`config.mk`:
```
export PLATFORM = sky130hd
export DESIGN_NAME = dma_multi_engine
export DESIGN_NICKNAME = d
export VERILOG_FILES = /design/src/rtl/dma_multi_engine.sv
export SDC_FILE = /design/constraint.sdc
export NUM_CORES = 1
export LEC_CHECK = 0
export BUFFER_PORTS_ARGS = -buffer_cell sky130_fd_sc_hd__buf_2
export CELL_PAD_IN_SITES_DETAIL_PLACEMENT = 0
export CELL_PAD_IN_SITES_GLOBAL_PLACEMENT = 1
export CORE_MARGIN = 1
export CORE_UTILIZATION = 30
export DETAILED_ROUTE_END_ITERATION = 8
export GPL_TIMING_DRIVEN = 1
export PLACE_DENSITY = 0.58
export SETUP_SLACK_MARGIN = 0.02
export SKIP_LAST_GASP = 1
export SLEW_MARGIN = 10
export SYNTH_ARGS = -nofsm -noshare
export SYNTH_HDL_FRONTEND = slang
export SYNTH_SLANG_ARGS = --single-unit
export TNS_END_PERCENT = 20
```
`constraint.sdc`:
```
create_clock -name clk -period 7.36 [get_ports clk]
set_input_delay 1.104 -clock clk [delete_from_list [all_inputs] [get_ports clk]]
set_output_delay 1.104 -clock clk [all_outputs]
set_load 0.01 [all_outputs]
```
`src/rtl/dma_multi_engine.sv`:
```
module dma_multi_engine #(
  parameter int NCH   = 4,
  parameter int NTRIG = 4,
  parameter int AW    = 16,
  parameter int DW    = 32,
  parameter int CW    = 8
) (
  input  logic                     clk,
  input  logic                     rst_n,
  input  logic                     cfg_we,
  input  logic [$clog2(NCH)-1:0]   cfg_ch,
  input  logic [2:0]               cfg_sel,
  input  logic [DW-1:0]            cfg_wdata,
  input  logic [NTRIG-1:0]         trig_req,
  output logic [NTRIG-1:0]         trig_ack,
  output logic                     bus_rd,
  output logic                     bus_wr,
  output logic [AW-1:0]            bus_addr,
  output logic [DW-1:0]            bus_wdata,
  input  logic [DW-1:0]            bus_rdata,
  output logic [NCH-1:0]           busy,
  output logic [NCH-1:0]           flag_half,
  output logic [NCH-1:0]           flag_full,
  output logic                     irq
);
  localparam int CHW  = $clog2(NCH);
  localparam int TSW  = $clog2(NTRIG);
  localparam int CTLW = 12 + TSW;
  localparam int STEP = DW / 8;
  localparam logic [1:0] PH_IDLE = 2'd0, PH_RD = 2'd1, PH_WR = 2'd2;

  logic [AW-1:0]   sbase [NCH];
  logic [AW-1:0]   dbase [NCH];
  logic [AW-1:0]   sptr  [NCH];
  logic [AW-1:0]   dptr  [NCH];
  logic [CW-1:0]   cnt   [NCH];
  logic [CW-1:0]   rem   [NCH];
  logic [CTLW-1:0] ctl   [NCH];
  logic [NCH-1:0]  en, fh, ff;
  logic [1:0]      ph;
  logic [CHW-1:0]  cur, win;
  logic            win_ok;

  always_comb begin
    logic [1:0] best;
    win_ok = 1'b0;
    win    = '0;
    best   = '0;
    for (int c = 0; c < NCH; c++) begin
      if (en[c] && (ctl[c][2] || trig_req[ctl[c][12 +: TSW]]) &&
          (!win_ok || ctl[c][7:6] > best)) begin
        win_ok = 1'b1;
        win    = CHW'(c);
        best   = ctl[c][7:6];
      end
    end
  end

  wire            cur_circ = ctl[cur][5];
  wire            cur_last = rem[cur] == CW'(1);
  wire [CW-1:0]   nrem     = rem[cur] - CW'(1);
  wire [CW-1:0]   half_pt  = cnt[cur] - (cnt[cur] >> 1);

  assign bus_rd    = ph == PH_RD;
  assign bus_wr    = ph == PH_WR;
  assign bus_addr  = bus_rd ? sptr[cur] : bus_wr ? dptr[cur] : '0;
  assign bus_wdata = bus_wr ? bus_rdata : '0;
  assign busy      = en;
  assign flag_half = fh;
  assign flag_full = ff;

  always_comb begin
    irq = 1'b0;
    for (int c = 0; c < NCH; c++)
      irq = irq | (fh[c] & ctl[c][8]) | (ff[c] & ctl[c][9]);
    for (int t = 0; t < NTRIG; t++)
      trig_ack[t] = bus_wr && !ctl[cur][2] && ctl[cur][12 +: TSW] == TSW'(t);
  end

  always_ff @(posedge clk or negedge rst_n) begin
    if (!rst_n) begin
      ph  <= PH_IDLE;
      cur <= '0;
      en  <= '0;
      fh  <= '0;
      ff  <= '0;
      for (int c = 0; c < NCH; c++) begin
        sbase[c] <= '0; dbase[c] <= '0; sptr[c] <= '0; dptr[c] <= '0;
        cnt[c]   <= '0; rem[c]   <= '0; ctl[c]  <= '0;
      end
    end else begin
      if (cfg_we) begin
        case (cfg_sel)
          3'd0: if (!en[cfg_ch]) sbase[cfg_ch] <= cfg_wdata[AW-1:0];
          3'd1: if (!en[cfg_ch]) dbase[cfg_ch] <= cfg_wdata[AW-1:0];
          3'd2: if (!en[cfg_ch] && cfg_wdata[CW-1:0] != '0) cnt[cfg_ch] <= cfg_wdata[CW-1:0];
          3'd3: begin
            if (!en[cfg_ch]) begin
              if (!cfg_wdata[0] || cnt[cfg_ch] != '0) ctl[cfg_ch] <= cfg_wdata[CTLW-1:0];
              if (cfg_wdata[0] && cnt[cfg_ch] != '0) begin
                en[cfg_ch]   <= 1'b1;
                sptr[cfg_ch] <= sbase[cfg_ch];
                dptr[cfg_ch] <= dbase[cfg_ch];
                rem[cfg_ch]  <= cnt[cfg_ch];
              end
            end else if (!cfg_wdata[0]) begin
              en[cfg_ch] <= 1'b0;
            end
          end
          3'd4: begin
            if (cfg_wdata[0]) fh[cfg_ch] <= 1'b0;
            if (cfg_wdata[1]) ff[cfg_ch] <= 1'b0;
          end
          default: ;
        endcase
      end
      case (ph)
        PH_IDLE: if (win_ok) begin cur <= win; ph <= PH_RD; end
        PH_RD:   ph <= PH_WR;
        default: begin
          ph <= PH_IDLE;
          if (cur_last) begin
            ff[cur] <= 1'b1;
            if (cur_circ) begin
              sptr[cur] <= sbase[cur];
              dptr[cur] <= dbase[cur];
              rem[cur]  <= cnt[cur];
            end else begin
              en[cur] <= 1'b0;
            end
          end else begin
            sptr[cur] <= sptr[cur] + (ctl[cur][3] ? AW'(STEP) : AW'(0));
            dptr[cur] <= dptr[cur] + (ctl[cur][4] ? AW'(STEP) : AW'(0));
            rem[cur]  <= nrem;
            if (cur_circ && cnt[cur] >= CW'(2) && nrem == half_pt) fh[cur] <= 1'b1;
          end
        end
      endcase
    end
  end

  AST_RD_THEN_WR: assert property (@(posedge clk) disable iff (!rst_n) bus_rd |=> bus_wr);
  AST_ACK_ONEHOT: assert property (@(posedge clk) disable iff (!rst_n) $onehot0(trig_ack));
  AST_ACK_IN_WRITE: assert property (@(posedge clk) disable iff (!rst_n) (|trig_ack) |-> bus_wr);
  AST_IRQ_HAS_FLAG: assert property (@(posedge clk) disable iff (!rst_n) irq |-> |(flag_half | flag_full));
  AST_FULL_AFTER_WRITE: assert property (@(posedge clk) disable iff (!rst_n)
    (|(flag_full & ~$past(flag_full))) |-> $past(bus_wr));
  AST_HALF_AFTER_WRITE: assert property (@(posedge clk) disable iff (!rst_n)
    (|(flag_half & ~$past(flag_half))) |-> $past(bus_wr));
endmodule

```
==> impl_metrics.csv, run 1 <==
group,metric,value,unit
worst_setup_path,critical_path_required,7820,ps
sta,finalCriticalPeriod,4580,ps
die,die_width,272,um
worst_hold_path,worstHoldEndpoint,"ctl[48]",
clock_tree,cts_buffers,44,
synthesis,post_synth_net_total,2117,
synthesis,synth.avg_cell_area,10.8,um2
worst_setup_path,crit_slowest_cell,"mux4_2",
die,core_area,0.0717,mm2
worst_hold_path,min_from,"ctl[48]",
worst_hold_path,hold_critical_path_depth,1,
clock_tree,cts_hold_buf,0,
route,antenna_violating_nets_post_route,0,
die,die_area,0.0738,mm2
pwr,static-leakage-power,10.3,nW
synthesis,synth.yosys.seq_area_share,0.431,
clock_tree,cts_setup_buffers,0,
route,final_wl,88.5,mm
sta,timing.clock.skew,34.0,ps
final_layout,nFillCells,7164,
final_layout,most_common_library_cell_in_the_layout_ignoring_fill_and_taps,"dfrtp_1",
route,viasPerCell,6.05,
sta,worst_slew_pin_slew,1230,ps
pwr,comb_power_share,0.459,
route,first_pass_iters,9,
place,placed_cells_incl_taps,2971,
worst_setup_path,critical_path.reg2reg.startpoint,"cur[0]",
worst_setup_path,critical_path_arrival,5040,ps
pwr,power_switching_share,0.413,
worst_setup_path,worstPathMaxFanout,5,
sta,setup_viol,0,
worst_setup_path,crit_path_max_delay_family,"multiplexers",
route,drcViolationCount,0,
final_layout,most-common-layout-cells,"dfrtp_1 (373), nand2_1 (263), mux2_2 (197), o21ai_0 (130), buf_2 (124)",
clock_tree,worst_skew_pair.late_latency,600,ps
sta,count_of_pins_over_their_slew_limit,0,
grt,largest_net_degree_at_the_start_of_global_routing,124,
place,portBuffers,126,
worst_setup_path,capture_point_of_the_worst_reg_to_reg_path,"flag_half[2]",
die,die-height,272,um
grt,grt_remaining_overflow,0,
pwr,power,0.0103,W
sta,finalHoldWorstSlack,498,ps
run,cap_violations,0,
status,run_status,"completed",
route,routedWlPerCell,29.0,um
clock_tree,cts-root-buf,"clkbuf_16",
worst_setup_path,path_cells,"buf_2 > mux4_2 > o21a_1 > and2_1 > ha_1 > nand2_1 > o21ai_0 > a21oi_1 > mux2_2 > ha_1 > nor2b_1 > o21ai_0 > a21o_1 > mux2_2 > ha_1 > a211oi_1 > nor4_1 > a21oi_1",
final_layout,nNetsFinal,2170,
synthesis,synthCells,2014,
final_layout,layout.cells.non_filler,3049,
sta,relSlewSlack,0.175,
final_layout,multi_input_area,0.0117,mm2
synthesis,dominantRegCellSynth,"dfrtp_1",
place,place.gp.congestion,0.826,
clock_tree,cts.sink_count,376,
synthesis,synth-warning-count,0,
worst_setup_path,crit_path_start_kind,"input port",
route,drt_iter0_markers,1956,
die,start_util,0.304,
synthesis,postSynthRegisterBits,376,
die,floorplan.rows,98,
clock_tree,cts.path.max_buffers,3,
synthesis,synth_top_area_share,0.431,
grt,globalRouteTotalUtil,0.238,
worst_setup_path,cpMostUsedCell,"ha_1",
pwr,internal_power,0.00605,W
route,num_vias,18500,
grt,first_global_vias,18700,
clock_tree,ctsResizeCount,0,
synthesis,synthDistinctLibCells,74,
final_layout,seq_area,0.00942,mm2
pwr,power.share.clock,0.222,
worst_hold_path,worst_hold_path_type,"register to register",
sta,finalSetupTns,0,ps
sta,share_of_the_cycle_needed_by_the_critical_path_after_routing,0.622,
final_layout,drive_above_1_share,0.271,
grt,grt_antenna_before_repair,3,
place,hpwlAfterDp,53.8,mm
worst_setup_path,setup.worst_path.class,"input port to register",
pwr,sw_power,0.00426,W
synthesis,synthTopCellsByArea,"dfrtp_1 (43%), mux2_2 (10%), mux4_2 (9.7%), nand2_1 (4.5%), mux2i_1 (3.3%)",
worst_setup_path,timing.critical_path.buf_inv,1,
sta,clock.fmax,218,MHz
grt,grt_pass1_wl,130,mm
sta,finalHoldViolCount,0,
synthesis,synthDominantAreaCellType,"dfrtp_1",
sta,rsz0062_at_grt,"false",
synthesis,synth-edff-count,0,
die,i_o_pin_count,143,
pwr,cellPowerDensity,415,mW/mm2
worst_setup_path,reg2reg_slack,2790,ps
final_layout,areaGrowthSynthToFinish,14.0,%
clock_tree,tritoncts_clock_tree,"done",
synthesis,synthArstFlopShare,1.00,
worst_setup_path,largest_stage_delay_on_the_critical_path,480,ps
pwr,power.sequential.fraction,0.319,
clock_tree,clk_transition_reported_paths,60,ps
pwr,vdd_drop_max,0.000219,V
clock_tree,cts_htree_levels,2,
worst_setup_path,worst_setup_path_end_kind,"register",
synthesis,synthesis.area,0.0218,mm2
worst_setup_path,worstRegToRegCells,12,
-- kinds of logic after synthesis --
logic type | count (synthesis) | synth area share
AOI/OAI and AO/OA | 492 | 0.152
buffers and inverters | 192 | 0.0394
muxes | 362 | 0.231
xor gates and xnor gates | 40 | 0.0180
adders and majority gates | 27 | 0.0158
DFF | 376 | 0.431
and+or+nand+nor | 525 | 0.112
-- sequential cells by signal, summed over array words and instances (netlist names) --
name,cells
busy,4
cnt,32
ctl,40
cur,2
dbase,64
dptr,64
flag_full,4
flag_half,4
ph,2
rem,32
sbase,64
sptr,64
-- power by group through the flow --
stage | sequential (W) | clock, W | combinational, W
2_1_floorplan | 0.00301 | 0 | 0.00343
6_report | 0.00329 | 0.00229 | 0.00473
5_1_grt | 0.00337 | 0.00241 | 0.00509
3_3_place_gp | 0.00328 | 0 | 0.00461
3_5_place_dp | 0.00331 | 0 | 0.00467
4_1_cts | 0.00328 | 0.00233 | 0.00469
-- worst max path at each step --
stage | endpoint | startpoint | cells after the start | slack [ps]
6_report | cur[0] | trig_req[3] | 18 | 2780
5_1_grt | cur[0] | trig_req[3] | 18 | 2470
4_1_cts | bus_addr[0] | cur[0] | 4 | 2680
3_5_place_dp | cur[0] | trig_req[3] | 18 | 2210
3_3_place_gp | cur[1] | trig_req[3] | 18 | 2140
2_1_floorplan | cur[1] | trig_req[3] | 17 | 2640
-- per-stage QoR --
step	setup WS (ps)	util	area, um2
final	2780	0.347	24900
after global routing	2470	0.347	24900
after CTS	2680	0.347	24900
after detailed placement	2210	0.326	23400
after global placement	2140	0.326	23400
after floorplan	2640	-	21800
-- area by class of cell --
cell class | instances | area share
multi-input cells | 1446 | 0.469
repair buffers | 168 | 0.0395
diodes | 1 | 0.000101
well taps | 950 | 0.0478
flip-flops and latches | 376 | 0.379
clock inverters | 11 | 0.00568
inverters | 31 | 0.00468
clock buffers | 66 | 0.0541
-- synthesized netlist by cell type, types with 4 or more instances --
cell	count
o2bb2ai_1	5
mux2i_1	71
and3_1	11
o22ai_1	90
and2_1	44
mux4_2	94
buf_1	6
nor4_1	7
nand2_1	263
buf_2	41
a31oi_1	10
nor3b_1	8
a2111oi_0	5
a21oi_1	57
o31ai_1	4
nand2b_1	8
nor3_1	12
nor2b_1	14
dfrtp_1	376
ha_1	26
o21ai_0	130
a32oi_1	65
nand4b_1	4
o32ai_1	6
nand3_1	23
inv_1	30
xor2_1	16
nand4_1	19
xnor2_1	21
a22oi_1	36
a211oi_1	6
a22o_1	24
clkbuf_1	95
buf_6	4
o21ai_1	14
o21a_1	4
o211ai_1	5
mux2_2	197
nor2_1	85
a2111o_1	5
buf_4	15
nand3b_1	9
-- layer usage --
metal | share of wire | wire [um] | up-vias | GRT usage
met3 | 0.086 | 7600 | 220 | 0.0511
met2 | 0.46 | 40900 | 1028 | 0.380
met1 | 0.42 | 36800 | 9537 | 0.316
met4 | 0.036 | 3150 | 2 | 0.0883
li1 | - | - | 7673 | -
met5 | 0.000079 | 7 | - | 0
No activity file was read; power rests on OpenSTA's default activity.
==> run 2, diff against run 1 <==
ABC_AREA = 1   (was default)
PLACE_DENSITY = 0.64   (was 0.58)
clock period = 4.1 ns   (was 7.36 ns; I/O delays follow)
==> impl_metrics.csv, run 2 <==
group,metric,value,unit
sta,count_of_pins_over_their_slew_limit,0,
worst_setup_path,cpMostUsedCell,"inv_1",
grt,largest_net_degree_at_the_start_of_global_routing,139,
route,num_vias,25100,
run,cap_violations,0,
worst_setup_path,crit_path_max_delay_family,"buffers and inverters",
worst_setup_path,setup.worst_path.class,"register to output port",
route,first_pass_iters,7,
place,place.gp.congestion,0.922,
pwr,static-leakage-power,13.9,nW
place,portBuffers,126,
route,final_wl,112,mm
final_layout,areaGrowthSynthToFinish,15.9,%
clock_tree,cts.path.max_buffers,3,
sta,finalCriticalPeriod,3950,ps
sta,timing.clock.skew,18.0,ps
worst_setup_path,capture_point_of_the_worst_reg_to_reg_path,"flag_half[3]",
pwr,vdd_drop_max,0.000427,V
worst_setup_path,crit_path_start_kind,"register",
synthesis,synthDistinctLibCells,60,
worst_setup_path,critical_path.reg2reg.startpoint,"cur[0]",
worst_hold_path,worst_hold_path_type,"input port to async pin",
clock_tree,worst_skew_pair.late_latency,620,ps
sta,rsz0062_at_grt,"false",
worst_setup_path,worst_setup_path_end_kind,"output port",
die,core_area,0.0804,mm2
sta,finalHoldWorstSlack,-2.56,ps
synthesis,synth.avg_cell_area,6.88,um2
sta,finalSetupTns,0,ps
clock_tree,cts_htree_levels,2,
synthesis,synth-edff-count,0,
worst_setup_path,critical_path_arrival,3340,ps
worst_setup_path,critical_path_required,3480,ps
final_layout,layout.cells.non_filler,4760,
die,i_o_pin_count,143,
synthesis,yosysMostFrequentCell,"nand2_1",
worst_setup_path,timing.critical_path.buf_inv,3,
synthesis,post_synth_net_total,3646,
final_layout,nNetsFinal,3767,
synthesis,dominantRegCellSynth,"dfrtp_1",
sta,clock.fmax,253,MHz
die,floorplan.rows,104,
clock_tree,cts-root-buf,"clkbuf_16",
grt,globalRouteTotalUtil,0.270,
grt,grt_remaining_overflow,0,
die,start_util,0.303,
grt,grt_antenna_before_repair,1,
final_layout,insertedDiodeCount,0,
grt,first_global_vias,23400,
clock_tree,cts.sink_count,376,
synthesis,synthDominantAreaCellType,"dfrtp_1",
die,die-height,287,um
worst_setup_path,worstPathMaxFanout,11,
route,viasPerCell,5.28,
die,die_width,287,um
place,hpwlAfterDp,77.7,mm
synthesis,post_synth_most_frequent_cells,"nand2_1 (1021), inv_1 (440), dfrtp_1 (376)",
clock_tree,tritoncts_clock_tree,"done",
route,drcViolationCount,0,
synthesis,synth-warning-count,0,
worst_setup_path,reg2reg_slack,300,ps
route,antenna_violating_nets_post_route,0,
synthesis,synthCells,3543,
final_layout,drive_above_1_share,0.122,
clock_tree,clk_transition_reported_paths,60,ps
worst_setup_path,path_cells,"inv_1 > nor2_1 > inv_1 > o22ai_1 > buf_2",
route,routedWlPerCell,23.6,um
place,dpl_cell_area,0.0266,mm2
final_layout,most-common-layout-cells,"nand2_1 (1018), inv_1 (438), dfrtp_1 (374), o21ai_0 (338), nor2_1 (264)",
clock_tree,cts_buffers,47,
final_layout,stdcell_area,0.0282,mm2
synthesis,postSynthRegisterBits,376,
pwr,cellPowerDensity,815,mW/mm2
status,violations,"hold timing",
sta,relSlewSlack,0.264,
final_layout,final_util,0.351,
synthesis,synthesis.area,0.0244,mm2
sta,worst_slew_pin_slew,1100,ps
worst_setup_path,number_of_cells_on_the_critical_path,5,
worst_setup_path,crit_slowest_cell,"nor2_1",
final_layout,most_common_library_cell_in_the_layout_ignoring_fill_and_taps,"nand2_1",
sta,share_of_the_cycle_needed_by_the_critical_path_after_routing,0.964,
synthesis,synth.yosys.seq_area_share,0.386,
route,drt_iter0_markers,3046,
status,run_status,"finished, violations left",
worst_setup_path,worstRegToRegCells,16,
grt,grt_pass1_wl,164,mm
place,placed_cells_incl_taps,4673,
sta,setup_viol,0,
die,die_area,0.0824,mm2
worst_setup_path,largest_stage_delay_on_the_critical_path,700,ps
final_layout,nFillCells,8705,
synthesis,synth_top_area_share,0.386,
synthesis,synthArstFlopShare,1.00,
sta,finalHoldViolCount,2,
synthesis,synthTopCellsByArea,"dfrtp_1 (39%), nand2_1 (16%), o21ai_0 (7.0%), inv_1 (6.8%), nor2_1 (4.1%)",
==> run 2: cell types whose count changed in the layout (fill, tap and decap cells not counted), sizes merged, moves of 175 or more <==
cell,before,now
nand3,24,199
inv,30,466
o21ai,145,399
nor2,86,300
mux2,197,0
nand2,263,1035
==> run 2: worst reg2reg max path: cells and delay by family (launching register included) <==
kind,cells,cell delay (ps)
simple gates,8,1640
buf+inv,4,650
flops,1,560
fa+ha+maj,1,350
xor+xnor,2,340
compound gates,1,190
==> run 2: repair_timing <==
item                                    4_1_cts  5_1_grt
hold buffers                                  0        0
pin swaps                                     0        5
resized for setup                             1       11
endpoints found under the setup margin        1        2
buffers inserted                              0        2
==> run 2: worst max-delay path by stage <==
stage,end,from,slack [ps]
after floorplan,cur[0],trig_req[3],550
after global placement,cur[0],trig_req[3],70
after detailed placement,cur[1],trig_req[3],70
after CTS,bus_addr[13],cur[0],230
after global routing,cur[1],ctl[54],40
final,bus_addr[1],ph[0],150
==> run 2: cell type report <==
type,count,area (um2),share of cell area
timing repair buffer,275,1970,0.0698
clock inverter,19,244,0.00864
inverter,467,1760,0.0622
sequential,376,9410,0.333
multi-input combinational,2497,12200,0.431
clock buffer,66,1360,0.0481
tap,1060,1330,0.0470
==> run 2: layer usage <==
layer  up-vias  global-route usage  wire length, um  share of wire
met5         -                   0                7       0.000062
met4         2              0.0769             3350          0.030
met3       177              0.0580            10400          0.092
met2      1226               0.401            47700           0.42
met1     11900               0.390            50900           0.45
li1      11800                   -                -              -
==> run 2: cell families after synthesis <==
kind of cell | synth area share
AOI/OAI and AO/OA | 0.199
xor gates and xnor gates | 0.00750
adders and majority gates | 0.0142
buffers and inverters | 0.116
DFF | 0.386
and+or+nand+nor | 0.278
==> run 2: power by group <==
group | switching (W) | internal [W] | total [W]
sequential | 0.000810 | 0.00492 | 0.00573
combinational | 0.00885 | 0.00403 | 0.0129
clock | 0.00184 | 0.00257 | 0.00441
total | 0.0115 | 0.0115 | 0.0230
==> run 2: stage by stage <==
step / hold slack (ps) / worst slack (ps) / power (W)
2_1_floorplan: 319 / 553 / 0.0137
3_3_place_gp: 466 / 71.1 / 0.0183
3_5_place_dp: 473 / 65.4 / 0.0183
4_1_cts: 31.1 / 228 / 0.0228
5_1_grt: 38.2 / 37.6 / 0.0246
6_report: -2.56 / 149 / 0.0230
